$ cat config.mk
export PLATFORM = sky130hd
export DESIGN_NAME = strap_mode_decoder
export DESIGN_NICKNAME = d
export VERILOG_FILES = /design/src/rtl/strap_pkg.sv /design/src/rtl/strap_latch.sv /design/src/rtl/strap_decode.sv /design/src/rtl/test_divider.sv /design/src/rtl/strap_mode_decoder.sv
export SDC_FILE = /design/constraint.sdc
export NUM_CORES = 1
export LEC_CHECK = 0
export CAP_MARGIN = 40
export CORE_AREA = 2 2 39 41
export CTS_BUF_LIST = sky130_fd_sc_hd__clkbuf_2
export CTS_CLUSTER_SIZE = 14
export DETAILED_ROUTE_END_ITERATION = 8
export DIE_AREA = 0 0 41 43
export PLACE_DENSITY_LB_ADDON = 0.15
export SLEW_MARGIN = 5
export SYNTH_ARGS = -nofsm -noshare
export SYNTH_HDL_FRONTEND = slang
export SYNTH_SLANG_ARGS = --single-unit
$ cat constraint.sdc
create_clock -name clk -period 1.65 [get_ports clk]
set_input_delay 0.33 -clock clk [delete_from_list [all_inputs] [get_ports clk]]
set_output_delay 0.33 -clock clk [all_outputs]
set_load 0.05 [all_outputs]
$ cat src/rtl/strap_pkg.sv
package strap_pkg;
  localparam int LVL_W = 2;
  localparam int SEL_W = 2;

  typedef enum logic [LVL_W-1:0] {
    LVL_LOW  = 2'b00,
    LVL_MID  = 2'b01,
    LVL_HIGH = 2'b10,
    LVL_ALT  = 2'b11
  } lvl_e;

  typedef enum logic [2:0] {
    MD_IDLE,
    MD_INT66,
    MD_BUF66,
    MD_HIZ,
    MD_TEST,
    MD_RSVD
  } mode_e;

  localparam logic [SEL_W-1:0] SUB_HIZ  = 2'b00;
  localparam logic [SEL_W-1:0] SUB_TEST = 2'b01;
endpackage

$ cat src/rtl/strap_latch.sv
module strap_latch
  import strap_pkg::*;
(
  input  logic             clk,
  input  logic             rst_n,
  input  logic             pg_n,
  input  logic [LVL_W-1:0] lvl_in,
  input  logic [SEL_W-1:0] sel_in,
  output logic             locked,
  output logic [LVL_W-1:0] lvl_q,
  output logic [SEL_W-1:0] sel_q
);
  logic             locked_d;
  logic [LVL_W-1:0] lvl_d;
  logic [SEL_W-1:0] sel_d;
  logic             cap_en;

  // Capture only once: the first cycle the strobe is low
  assign cap_en = !locked && !pg_n;

  always_comb begin
    locked_d = locked;
    lvl_d    = lvl_q;
    sel_d    = sel_q;
    if (cap_en) begin
      locked_d = 1'b1;
      lvl_d    = lvl_in;
      sel_d    = sel_in;
    end
  end

  always_ff @(posedge clk or negedge rst_n) begin
    if (!rst_n) begin
      locked <= 1'b0;
      lvl_q  <= '0;
      sel_q  <= '0;
    end else begin
      locked <= locked_d;
      lvl_q  <= lvl_d;
      sel_q  <= sel_d;
    end
  end

  // once captured, the straps never move
  assert_hold_after_lock_R1: assert property (@(posedge clk) disable iff (!rst_n)
    locked |=> (locked && $stable(lvl_q) && $stable(sel_q)));

  // nothing is captured while the strobe stays high
  assert_no_capture_idle_R9: assert property (@(posedge clk) disable iff (!rst_n)
    (!locked && pg_n) |=> !locked);
endmodule

$ cat src/rtl/strap_decode.sv
module strap_decode
  import strap_pkg::*;
(
  input  logic             clk,
  input  logic             rst_n,
  input  logic             locked,
  input  logic [LVL_W-1:0] lvl_q,
  input  logic [SEL_W-1:0] sel_q,
  output mode_e            mode,
  output logic [SEL_W-1:0] cpu_fsel,
  output logic             buf66_sel,
  output logic             all_hiz,
  output logic             test_mode,
  output logic             rsvd_mode
);
  logic is_mid;

  // Level code 2'b11 is an alias of mid
  assign is_mid = (lvl_q == LVL_MID) || (lvl_q == LVL_ALT);

  always_comb begin
    mode = MD_IDLE;
    if (locked) begin
      if (lvl_q == LVL_HIGH)      mode = MD_BUF66;
      else if (!is_mid)           mode = MD_INT66;
      else if (sel_q == SUB_HIZ)  mode = MD_HIZ;
      else if (sel_q == SUB_TEST) mode = MD_TEST;
      else                        mode = MD_RSVD;
    end
  end

  always_comb begin
    cpu_fsel  = '0;
    buf66_sel = 1'b0;
    all_hiz   = 1'b0;
    test_mode = 1'b0;
    rsvd_mode = 1'b0;
    unique case (mode)
      MD_INT66: cpu_fsel = sel_q;
      MD_BUF66: begin
        cpu_fsel  = sel_q;
        buf66_sel = 1'b1;
      end
      MD_HIZ:   all_hiz   = 1'b1;
      MD_TEST:  test_mode = 1'b1;
      MD_RSVD:  rsvd_mode = 1'b1;
      default:  ;
    endcase
  end

  // the special-mode flags are exclusive
  assert_flags_exclusive_R10: assert property (@(posedge clk) disable iff (!rst_n)
    $onehot0({all_hiz, test_mode, rsvd_mode, buf66_sel}));

  // reserved mode keeps every other output low
  assert_rsvd_quiet_R7: assert property (@(posedge clk) disable iff (!rst_n)
    rsvd_mode |-> (cpu_fsel == '0 && !buf66_sel && !all_hiz && !test_mode));

  // high impedance mode has no frequency code
  assert_hiz_quiet_R4: assert property (@(posedge clk) disable iff (!rst_n)
    all_hiz |-> (cpu_fsel == '0 && !test_mode));

  // no mode before the straps are latched
  assert_idle_before_lock_R9: assert property (@(posedge clk) disable iff (!rst_n)
    !locked |-> !(all_hiz || test_mode || rsvd_mode || buf66_sel));
endmodule

$ cat src/rtl/test_divider.sv
module test_divider #(
  parameter int CNT_W = 3
) (
  input  logic             clk,
  input  logic             rst_n,
  input  logic             en,
  output logic [CNT_W-1:0] div_out
);
  localparam logic [CNT_W-1:0] ONE = CNT_W'(1);

  logic [CNT_W-1:0] cnt;
  logic [CNT_W-1:0] cnt_d;

  // Held at zero outside test mode, so all taps start aligned
  always_comb begin
    if (en) cnt_d = cnt + ONE;
    else    cnt_d = '0;
  end

  always_ff @(posedge clk or negedge rst_n) begin
    if (!rst_n) cnt <= '0;
    else        cnt <= cnt_d;
  end

  for (genvar i = 0; i < CNT_W; i++) begin : g_tap
    assign div_out[i] = cnt[i] & en;
  end

  // counter steps by one while enabled
  assert_div_step_R6: assert property (@(posedge clk) disable iff (!rst_n)
    (en && $past(en)) |-> (cnt == $past(cnt) + ONE));

  // counter is cleared when not enabled
  assert_div_clear_R6: assert property (@(posedge clk) disable iff (!rst_n)
    !en |=> (cnt == '0));
endmodule

$ cat src/rtl/strap_mode_decoder.sv
module strap_mode_decoder
  import strap_pkg::*;
#(
  parameter int DIV_TAPS = 3
) (
  input  logic                   clk,
  input  logic                   rst_n,
  input  logic                   pg_n,
  input  logic [1:0]             lvl_code,
  input  logic [1:0]             fsel_pin,
  output logic                   locked,
  output logic [1:0]             cpu_fsel,
  output logic                   buf66_sel,
  output logic                   all_hiz,
  output logic                   test_mode,
  output logic                   rsvd_mode,
  output logic [DIV_TAPS-1:0]    tst_div,
  output logic [LVL_W+SEL_W-1:0] strap_rb
);
  logic [LVL_W-1:0] lvl_q;
  logic [SEL_W-1:0] sel_q;
  mode_e            mode;

  strap_latch u_latch (
    .clk    (clk),
    .rst_n  (rst_n),
    .pg_n   (pg_n),
    .lvl_in (lvl_code),
    .sel_in (fsel_pin),
    .locked (locked),
    .lvl_q  (lvl_q),
    .sel_q  (sel_q)
  );

  strap_decode u_decode (
    .clk       (clk),
    .rst_n     (rst_n),
    .locked    (locked),
    .lvl_q     (lvl_q),
    .sel_q     (sel_q),
    .mode      (mode),
    .cpu_fsel  (cpu_fsel),
    .buf66_sel (buf66_sel),
    .all_hiz   (all_hiz),
    .test_mode (test_mode),
    .rsvd_mode (rsvd_mode)
  );

  test_divider #(.CNT_W(DIV_TAPS)) u_div (
    .clk     (clk),
    .rst_n   (rst_n),
    .en      (mode == MD_TEST),
    .div_out (tst_div)
  );

  assign strap_rb = {lvl_q, sel_q};

  // the divider only runs alongside the test flag
  assert_div_only_in_test_R5: assert property (@(posedge clk) disable iff (!rst_n)
    !test_mode |-> (tst_div == '0));
endmodule

# Word-level counts from Yosys, hierarchy flattened
# Index checks and enable logic that the tools add are counted.
# word_totals
register_bits	8
out_inout_bits	14
word_cells	34
# op_classes
addsub	1
n_eq_ne	9
mux	11
bitwise	3
reduce_logical	6
# op_table
operator	count
3-bit 2-to-1 mux	5
3-bit by 2-bit == test with 1-bit output, second input constant	2
3-bit == test, second input constant	2
1-bit 2-to-1 mux	5
2-bit by 1-bit == test with 1-bit output, second input constant	2
2-bit == test, second input constant	2
3-bit by 1-bit adder with 3-bit output, second input constant	1
1-bit bitwise AND	3
3-bit by 1-bit == test with 1-bit output, second input constant	1
1-bit zero test	2
2-bit zero test	1
2-bit 2-to-1 mux	1
2-bit OR reduction	1
1-bit logical AND	1
1-bit logical OR	1

# Logic depth before layout (Yosys ltp)
# Gate-level depths: netlist of run 1.
# logic_depth
ltp_word	9
mapped_depth	3

# Hierarchy
# A second synthesis of run 1 with hierarchy kept.
# unflattened
cells_unflattened	36
hier_area_um2	440.4
# by_module_without_submodules
mod	instances	cells_each	area_per_inst_um2
strap_latch	1	11	203.9
test_divider	1	11	135.1
strap_decode	1	13	88.8
strap_mode_decoder	1	1	12.5

# Least setup slack after synthesis of run 1
# OpenSTA, ideal clock, no wires.
# synth_path
kind	register to output
from	reg u_latch.locked
to	out all_hiz
t_arrival_ns	1.887
t_required_ns	1.320
path_slack_ns	-0.567
path_stages_with_launch	3
n_path_buf	0
path_cell_list	dfrtp_1 nand2_1 nor3_1
# synth_via
elab_chain_cells	3
# synth_rtl
element	line	rtl
start, declared	strap_latch.sv:9	output logic locked,
start signal, assigned	strap_latch.sv:38	locked <= locked_d;
3-bit 2-to-1 mux	strap_decode.sv:23	if (locked) begin
3-bit by 2-bit == test with 1-bit output	strap_decode.sv:38	unique case (mode)
1-bit 2-to-1 mux	strap_decode.sv:38	
end, declared	strap_mode_decoder.sv:14	output logic all_hiz,
# Every way passes these cells.

# Final worst setup path of run 1
# layout_path
from	reg u_latch.sel_q[1]
to	out tst_div[2]
# layout_via
elab_chain_cells	8
# layout_rtl
element	line	rtl
start, declared	strap_latch.sv:11	output logic [SEL_W-1:0] sel_q
start signal, assigned	strap_latch.sv:40	sel_q <= sel_d;
2-bit by 1-bit == test with 1-bit output	strap_decode.sv:27	else if (sel_q == SUB_TEST) mode = MD_TEST;
1-bit 2-to-1 mux	strap_decode.sv:27	
3-bit 2-to-1 mux (*)	strap_decode.sv:26	else if (sel_q == SUB_HIZ) mode = MD_HIZ;
3-bit 2-to-1 mux (*)	strap_decode.sv:25	else if (!is_mid) mode = MD_INT66;
3-bit 2-to-1 mux (*)	strap_decode.sv:24	if (lvl_q == LVL_HIGH) mode = MD_BUF66;
3-bit 2-to-1 mux (*)	strap_decode.sv:23	
3-bit == test (*)	strap_mode_decoder.sv:52	.en (mode == MD_TEST),
1-bit bitwise AND (*)	test_divider.sv:26	assign div_out[i] = cnt[i] & en;
end, declared	strap_mode_decoder.sv:17	output logic [DIV_TAPS-1:0] tst_div,
# Every way passes the cells marked *; elsewhere a longest branch is shown, timed or not.

==> results of run 1 <==
cell families after synthesis:
| kind of cell | Yosys count |
|---|---|
| multiplexers | 4 |
| AND/OR/NAND/NOR | 16 |
| XOR/XNOR | 1 |
| adder cells (fa/ha/maj) | 1 |
| buffers and inverters | 1 |
| flip-flops | 8 |
repair_timing:
action | CTS | global route
setup endpoints to repair | 6 | 6
pin swaps | 0 | 0
setup buffers | 1 | 3
cloned | 0 | 0
gates resized for setup | 1 | 1
power by group through the flow:
| stage | Clock, mW | Sequential (mW) | Combinational [mW] |
|---|---|---|---|
| finish | 0.125 | 0.227 | 0.285 |
| global route | 0.144 | 0.230 | 0.296 |
| CTS | 0.132 | 0.231 | 0.275 |
| detailed placement | 0 | 0.241 | 0.264 |
| global placement | 0 | 0.238 | 0.262 |
| floorplan | 0 | 0.272 | 0.0949 |
cell usage in the layout (no fill, tap or decap), types with 2 or more instances in the layout:
| master | count |
|---|---|
| sky130_fd_sc_hd__and2_1 | 4 |
| sky130_fd_sc_hd__and2_4 | 3 |
| sky130_fd_sc_hd__buf_12 | 12 |
| sky130_fd_sc_hd__buf_4 | 6 |
| sky130_fd_sc_hd__clkbuf_2 | 4 |
| sky130_fd_sc_hd__clkdlybuf4s50_1 | 6 |
| sky130_fd_sc_hd__dfrtp_1 | 4 |
| sky130_fd_sc_hd__dfrtp_2 | 4 |
| sky130_fd_sc_hd__mux2_4 | 4 |
| sky130_fd_sc_hd__nor2_1 | 2 |
cell type report:
class | instances | area share (%)
clock buffers | 4 | 2.46
multi-input cells | 22 | 26.6
repair buffers | 24 | 42.5
flip-flops and latches | 8 | 25.2
well taps | 16 | 2.46
inverters | 1 | 0.769
state kept, by name (all words and copies together), names as in the netlist:
register        flops
u_latch.locked      1
u_latch.sel_q       2
u_div.cnt           3
u_latch.lvl_q       2
path summary, 6_finish.rpt:
check / startpoint / end / slack [ns]
max in group asynchronous: rst_n / u_latch.locked / 0.99
max reg2reg: u_latch.locked / u_latch.lvl_q[0] / 0.45
min in group clk: u_div.cnt[0] / u_div.cnt[0] / 0.47
min: rst_n / u_latch.sel_q[0] / 0.38
max: u_latch.sel_q[1] / tst_div[2] / 0.12
min reg2reg: u_div.cnt[0] / u_div.cnt[0] / 0.47
worst max-delay path, delay by kind of cell (launching register included):
kind / cells / cell delay (ns)
buffers and inverters: 2 / 0.23
DFF: 1 / 0.41
and+or+nand+nor: 2 / 0.34
routing by layer:
metal | part of all wire (%) | vias to the layer above | GRT usage [%] | wire, um
met5 | 0 | - | 0 | 0
met4 | 0 | 0 | 8.00 | 0
met3 | 7.7 | 0 | 4.19 | 70
met2 | 51 | 13 | 18.1 | 468
met1 | 41 | 156 | 17.9 | 371
li1 | - | 158 | - | -
==> results by group, run 1 <==
Critical path
  – WP data arrival: 1.20 ns
  – List of cells traversed by the critical path: nand4b_4, inv_4, and2_4, buf_12
  – Delay contributed by the slowest stage of the critical path: ~0.41 ns
  – R2R depth: 3
  – Startpoint-to-endpoint class of the critical path: reg2out
  – Slowest cell on crit path: sky130_fd_sc_hd__dfrtp_2
  – Highest fanout seen on the critical path: 5
  – Required @ worst endpoint: 1.32 ns
  – Nature of the critical path endpoint: primary output
  – Critical Path Source Type: flop

Timing
  – Count of endpoints failing hold in the final timing report: 0
  – RSZ-0062 raised after global routing: false
  – Slew of the pin with the lowest slew margin: 0.364 ns
  – Rel. slew slack: ~76%
  – Max-slew violations: 0
  – Count of final setup violators: 0
  – Maximum clock rate: 652 MHz
  – Final Cycle Share: approximately 93%
  – Minimum clock period after layout: between 1.5 and 2 ns
  – Final setup TNS: 0 ns
  – Worst hold slack: 0.378 ns
  – Worst Slack Setup Final: between 0.1 and 0.15 ns
  – Final clock skew: 0.00535 ns

Placement
  – Number of instances in the placed design: 67
  – Final weighted congestion in routability-driven placement: 0.754
  – HPWL after DPL: between 700 and 800 um
  – Pre-CTS setup slack: 0.188 ns
  – Placed inst area: 752 sq um
  – IO buf count: 20

Final layout
  – Layout-stage area growth over the synthesis result: 108%
  – Number of filler cells placed in the layout: 115
  – Final core occ: 58.8%
  – Final instance count without filler cells: 75
  – Sequential cell area: 205 sq um
  – Count of inserted antenna diode cells: 0
  – Total area of multi-input combinational cells: 216 sq um
  – Post-route design area: 813 sq um
  – Layout cells sized above 1: approximately 64%
  – Total Nets Final: 68

Pwr
  – Switching power of the nets: approximately 230 uW
  – LEAKAGE: 0.367 nW
  – Power Dens Cells: around 780 nW/um^2
  – Overall Power: 637 uW
  – Logic gate share of total power: 44.7%
  – Clk network pwr share: 19.6%
  – Share of power burned in registers: 35.6%
  – Internal portion of total power: 411 uW
  – Switching share of total power: a little over a third
  – Worst vdd ir: 391 uV

Logic synthesis
  – Most frequently used cell type in the post-synthesis netlist: sky130_fd_sc_hd__dfrtp_1
  – Fraction of synthesized area in multiplexers: 15.4%
  – Cell type with the highest aggregate area in the netlist: sky130_fd_sc_hd__dfrtp_1
  – Flops & latches, synth: 8
  – Largest family of logic cells by synthesized area: simple AND/OR/NAND/NOR gates
  – Post-synth EDFFs: 0
  – Commonest register cell after synthesis: sky130_fd_sc_hd__dfrtp_1
  – Xor and xnor fraction of the mapped netlist area: approximately 2.2%
  – Share of the synthesized area in compound gates (AO/OA/AOI/OAI): 0%
  – Synth cell types: 14
  – Leading post-synthesis cells by instance count: sky130_fd_sc_hd__dfrtp_1, sky130_fd_sc_hd__and2_1, sky130_fd_sc_hd__mux2_4
  – Mapped Area: 390 sq um
  – Post-Synth Adder-Cell Area: ~3.2%
  – Avg Inst Size Synth: 12.6 sq um
  – Share of the synthesized area in the top cell type: 51.3%
  – Ranking of synthesized cells by area: sky130_fd_sc_hd__dfrtp_1, sky130_fd_sc_hd__mux2_4, sky130_fd_sc_hd__and2_1
  – Count of yosys warnings during synthesis: 0
  – Post-synthesis sequential area ratio: between 50% and 60%
  – Synth async-reset ratio: 100%
  – Synthesized net count: 39
  – Post-synthesis cell count: 31
  – Basic-gate share of the synthesized area counting and, or, nand and nor cells: 26.9%

Status
  – Status: finished, final reports clean

Die
  – Row cnt: 14
  – Core Region: 1380 sq um
  – Die X: 41 um
  – Starting Density: 28.2%
  – Top-Level Pins: 21
  – Full die area: 1760 sq um
  – Vertical die dimension: about 43 um

Clock tree
  – CTS tree: done
  – Clock transition at path regs: ~0.08 ns
  – Clock tree root driver cell: sky130_fd_sc_hd__clkbuf_2
  – Clock net sink count: 8
  – Number of buffers created by CTS: 3
  – Number of levels in the clock H-tree: 1
  – Max Root-Sink Buffers: 2
  – Worst-Skew Late Latency: 0.22 ns
  – Number of buffers added to fix hold violations after cts: 0

Detailed routing
  – Total number of vias: 327
  – Average detailed-routed wire length per instance: 12.1 um
  – Final ANT Viol Nets: 0
  – Number of vias per cell: 4.36
  – 1st-pass router iterations: 2
  – Total detailed-routing wirelength: approximately 910 um
  – DRC Markers: 0
  – DR iter-0 viols: 1

Global routing
  – Via count of the first global-routing pass: roughly 350
  – Wire length of the first global-routing pass: 1.56 mm
  – Total GRT Usage: 13.4%
  – Largest net degree at the start of global routing: 9
  – Antenna violations before repair: 0
  – Total grt overflow: 0

Job
  – Max-Cap Viols: 0

Hold path
  – Kind of path behind the tightest hold check: in2async
(Power assumes the default switching activity.)
==> inputs of run 2 (changes only) <==
Settings changed: CTS_CLUSTER_DIAMETER from default to 30.
==> results of run 2 <==
No change in the layout: final DEF, timing and power equal those of run 1.
==> inputs of run 3 (changes only) <==
Settings changed: CORE_AREA 2 2 39 41 to 5 5 42 44, DIE_AREA 0 0 41 43 to 0 0 47 49, DONT_BUFFER_PORTS from default to 1.
==> results by group, run 3 (synthesis gave the netlist of run 1 again) <==
Timing
  – Final Cycle Share: 97.1%
  – Slew of the pin with the lowest slew margin: 0.379 ns
  – Max-slew violations: 0
  – Final clock skew: 0.00886 ns
  – Maximum clock rate: 624 MHz
  – Minimum clock period after layout: 1.60 ns
  – Count of endpoints failing hold in the final timing report: 0
  – Count of final setup violators: 0
  – Rel. slew slack: 74.6%
  – RSZ-0062 raised after global routing: false
  – Final setup TNS: 0 ns

Final layout
  – Post-route design area: ~600 sq um
  – Total Nets Final: 56
  – Largest register by flop count: u_div.cnt
  – Registers with the most flip-flops: u_div.cnt: 3 flops, u_latch.lvl_q: 2 flops, u_latch.sel_q: 2 flops
  – Count of inserted antenna diode cells: 0
  – Final instance count without filler cells: 63
  – Number of flip-flops in the largest register: 3
  – Layout cells sized above 1: 66.0%
  – Most common cell after layout, fill and taps aside: sky130_fd_sc_hd__buf_4
  – Layout-stage area growth over the synthesis result: 53.2%

Die
  – Top-Level Pins: 21
  – Row cnt: 14
  – Die X: 47 um
  – Full die area: roughly 2300 sq um
  – Starting Density: 27.9%
  – Vertical die dimension: 49 um
  – Core Region: 1400 sq um

Pwr
  – Overall Power: 586 uW
  – Power Dens Cells: 980 nW/um^2
  – LEAKAGE: 0.281 nW
  – Worst vdd ir: 365 uV

Status
  – Status: finished, final reports clean

Clock tree
  – Clock transition at path regs: around 0.07 ns
  – Clock net sink count: 8
  – Clock tree root driver cell: sky130_fd_sc_hd__clkbuf_2
  – CTS tree: done
  – Number of levels in the clock H-tree: 1
  – Count of buffers added by post-CTS timing repair for setup: 0
  – Worst-Skew Late Latency: 0.24 ns
  – Number of buffers created by CTS: 3
  – Max Root-Sink Buffers: 2

Critical path
  – Highest fanout seen on the critical path: 4
  – R2R depth: 3
  – Nature of the critical path endpoint: primary output
  – Startpoint of the lowest-slack register-to-register path: u_latch.locked
  – Top Family by Delay on Critical Path: flip-flops
  – Worst flop-to-flop path endpoint: u_latch.lvl_q[1]
  – Reg2Reg Setup Slack: between 0.3 and 0.4 ns
  – List of cells traversed by the critical path: buf_4, and3_1, buf_4
  – Critical Path Source Type: flop
  – WP data arrival: 1.27 ns
  – Cell seen most often among critical-path stages: sky130_fd_sc_hd__buf_4
  – Critical Path Stages: 3
  – Delay contributed by the slowest stage of the critical path: 0.45 ns
  – Buf/Inv on CP: 2
  – Required @ worst endpoint: 1.32 ns
  – Slowest cell on crit path: sky130_fd_sc_hd__dfrtp_2
  – Startpoint-to-endpoint class of the critical path: reg2out

Hold path
  – Worst Min Path Start: pg_n
  – Endpoint, Worst Hold: u_latch.locked
  – Kind of path behind the tightest hold check: in2reg
  – Number of cells on the worst hold path: 1

Global routing
  – Total GRT Usage: 8.79%
  – Antenna violations before repair: 0
  – Via count of the first global-routing pass: 329
  – Total grt overflow: 0
  – Largest net degree at the start of global routing: 9
  – Wire length of the first global-routing pass: 1.46 mm

Detailed routing
  – Average detailed-routed wire length per instance: 15.3 um
  – DRC Markers: 0
  – Final ANT Viol Nets: 0
  – 1st-pass router iterations: 2
  – Total number of vias: between 200 and 300
  – DR iter-0 viols: 3
  – Number of vias per cell: 4.70
  – Total detailed-routing wirelength: 964 um

Placement
  – HPWL after DPL: 760 um
  – Placed inst area: 557 sq um
  – IO buf count: 0
  – Number of instances in the placed design: 58
  – Final weighted congestion in routability-driven placement: between 0.6 and 0.7

Job
  – Max-Cap Viols: 0
run 3: per-layer routing:
layer | track usage [%] | up-vias | share of wire [%] | wire length (um)
met1 | 9.42 | 137 | 34 | 330
met4 | 4.15 | 0 | 0 | 0
met5 | 0 | - | 0 | 0
li1 | - | 138 | - | -
met3 | 4.80 | 0 | 15 | 142
met2 | 13.6 | 21 | 51 | 492
run 3: area by class of cell:
cell class / instances / area [sq um]
clock buffer: 4 / 20.0
tap: 16 / 20.0
multi-input combinational: 22 / 216
fill: 140 / 803
timing repair buffer: 12 / 130
sequential: 8 / 205
inverter: 1 / 6.26
run 3: metrics by stage:
step | hold slack (ns) | setup slack (ns) | utilization (%)
floorplan | 0.0344 | 0.0504 | -
global placement | 0.0347 | 0.299 | 39.7
detailed placement | 0.0347 | 0.287 | 39.7
CTS | 0.158 | 0.000480 | 41.9
global route | 0.162 | 0.0200 | 42.7
finish | 0.164 | 0.0477 | 42.7
run 3: timing repair:
item,in CTS,in global routing
gates resized for setup,0,2
endpoints found under the hold margin,8,0
setup endpoints to repair,0,3
hold buffers,1,0
run 3: worst max-delay path by stage:
| stage | from | slack (ns) | endpoint |
|---|---|---|---|
| finish | u_latch.locked | 0.05 | rsvd_mode |
| global route | u_latch.locked | 0.02 | rsvd_mode |
| CTS | u_latch.sel_q[1] | 0.0005 | tst_div[1] |
| detailed placement | u_latch.sel_q[1] | 0.29 | tst_div[1] |
| global placement | u_latch.sel_q[1] | 0.30 | tst_div[1] |
| floorplan | u_latch.sel_q[1] | 0.05 | tst_div[0] |
run 3: power breakdown:
group	total [mW]	internal [mW]	switching, mW	leakage (nW)
Combinational	0.220	0.0862	0.134	0.168
Clock	0.133	0.0644	0.0688	0.0166
Sequential	0.233	0.211	0.0222	0.0960
run 3: worst reg2reg max path: stages, from the launching register on:
cell                      delay [ns]
sky130_fd_sc_hd__dfrtp_2        0.45
sky130_fd_sc_hd__buf_4          0.21
sky130_fd_sc_hd__nor2_4         0.18
sky130_fd_sc_hd__mux2_4         0.32
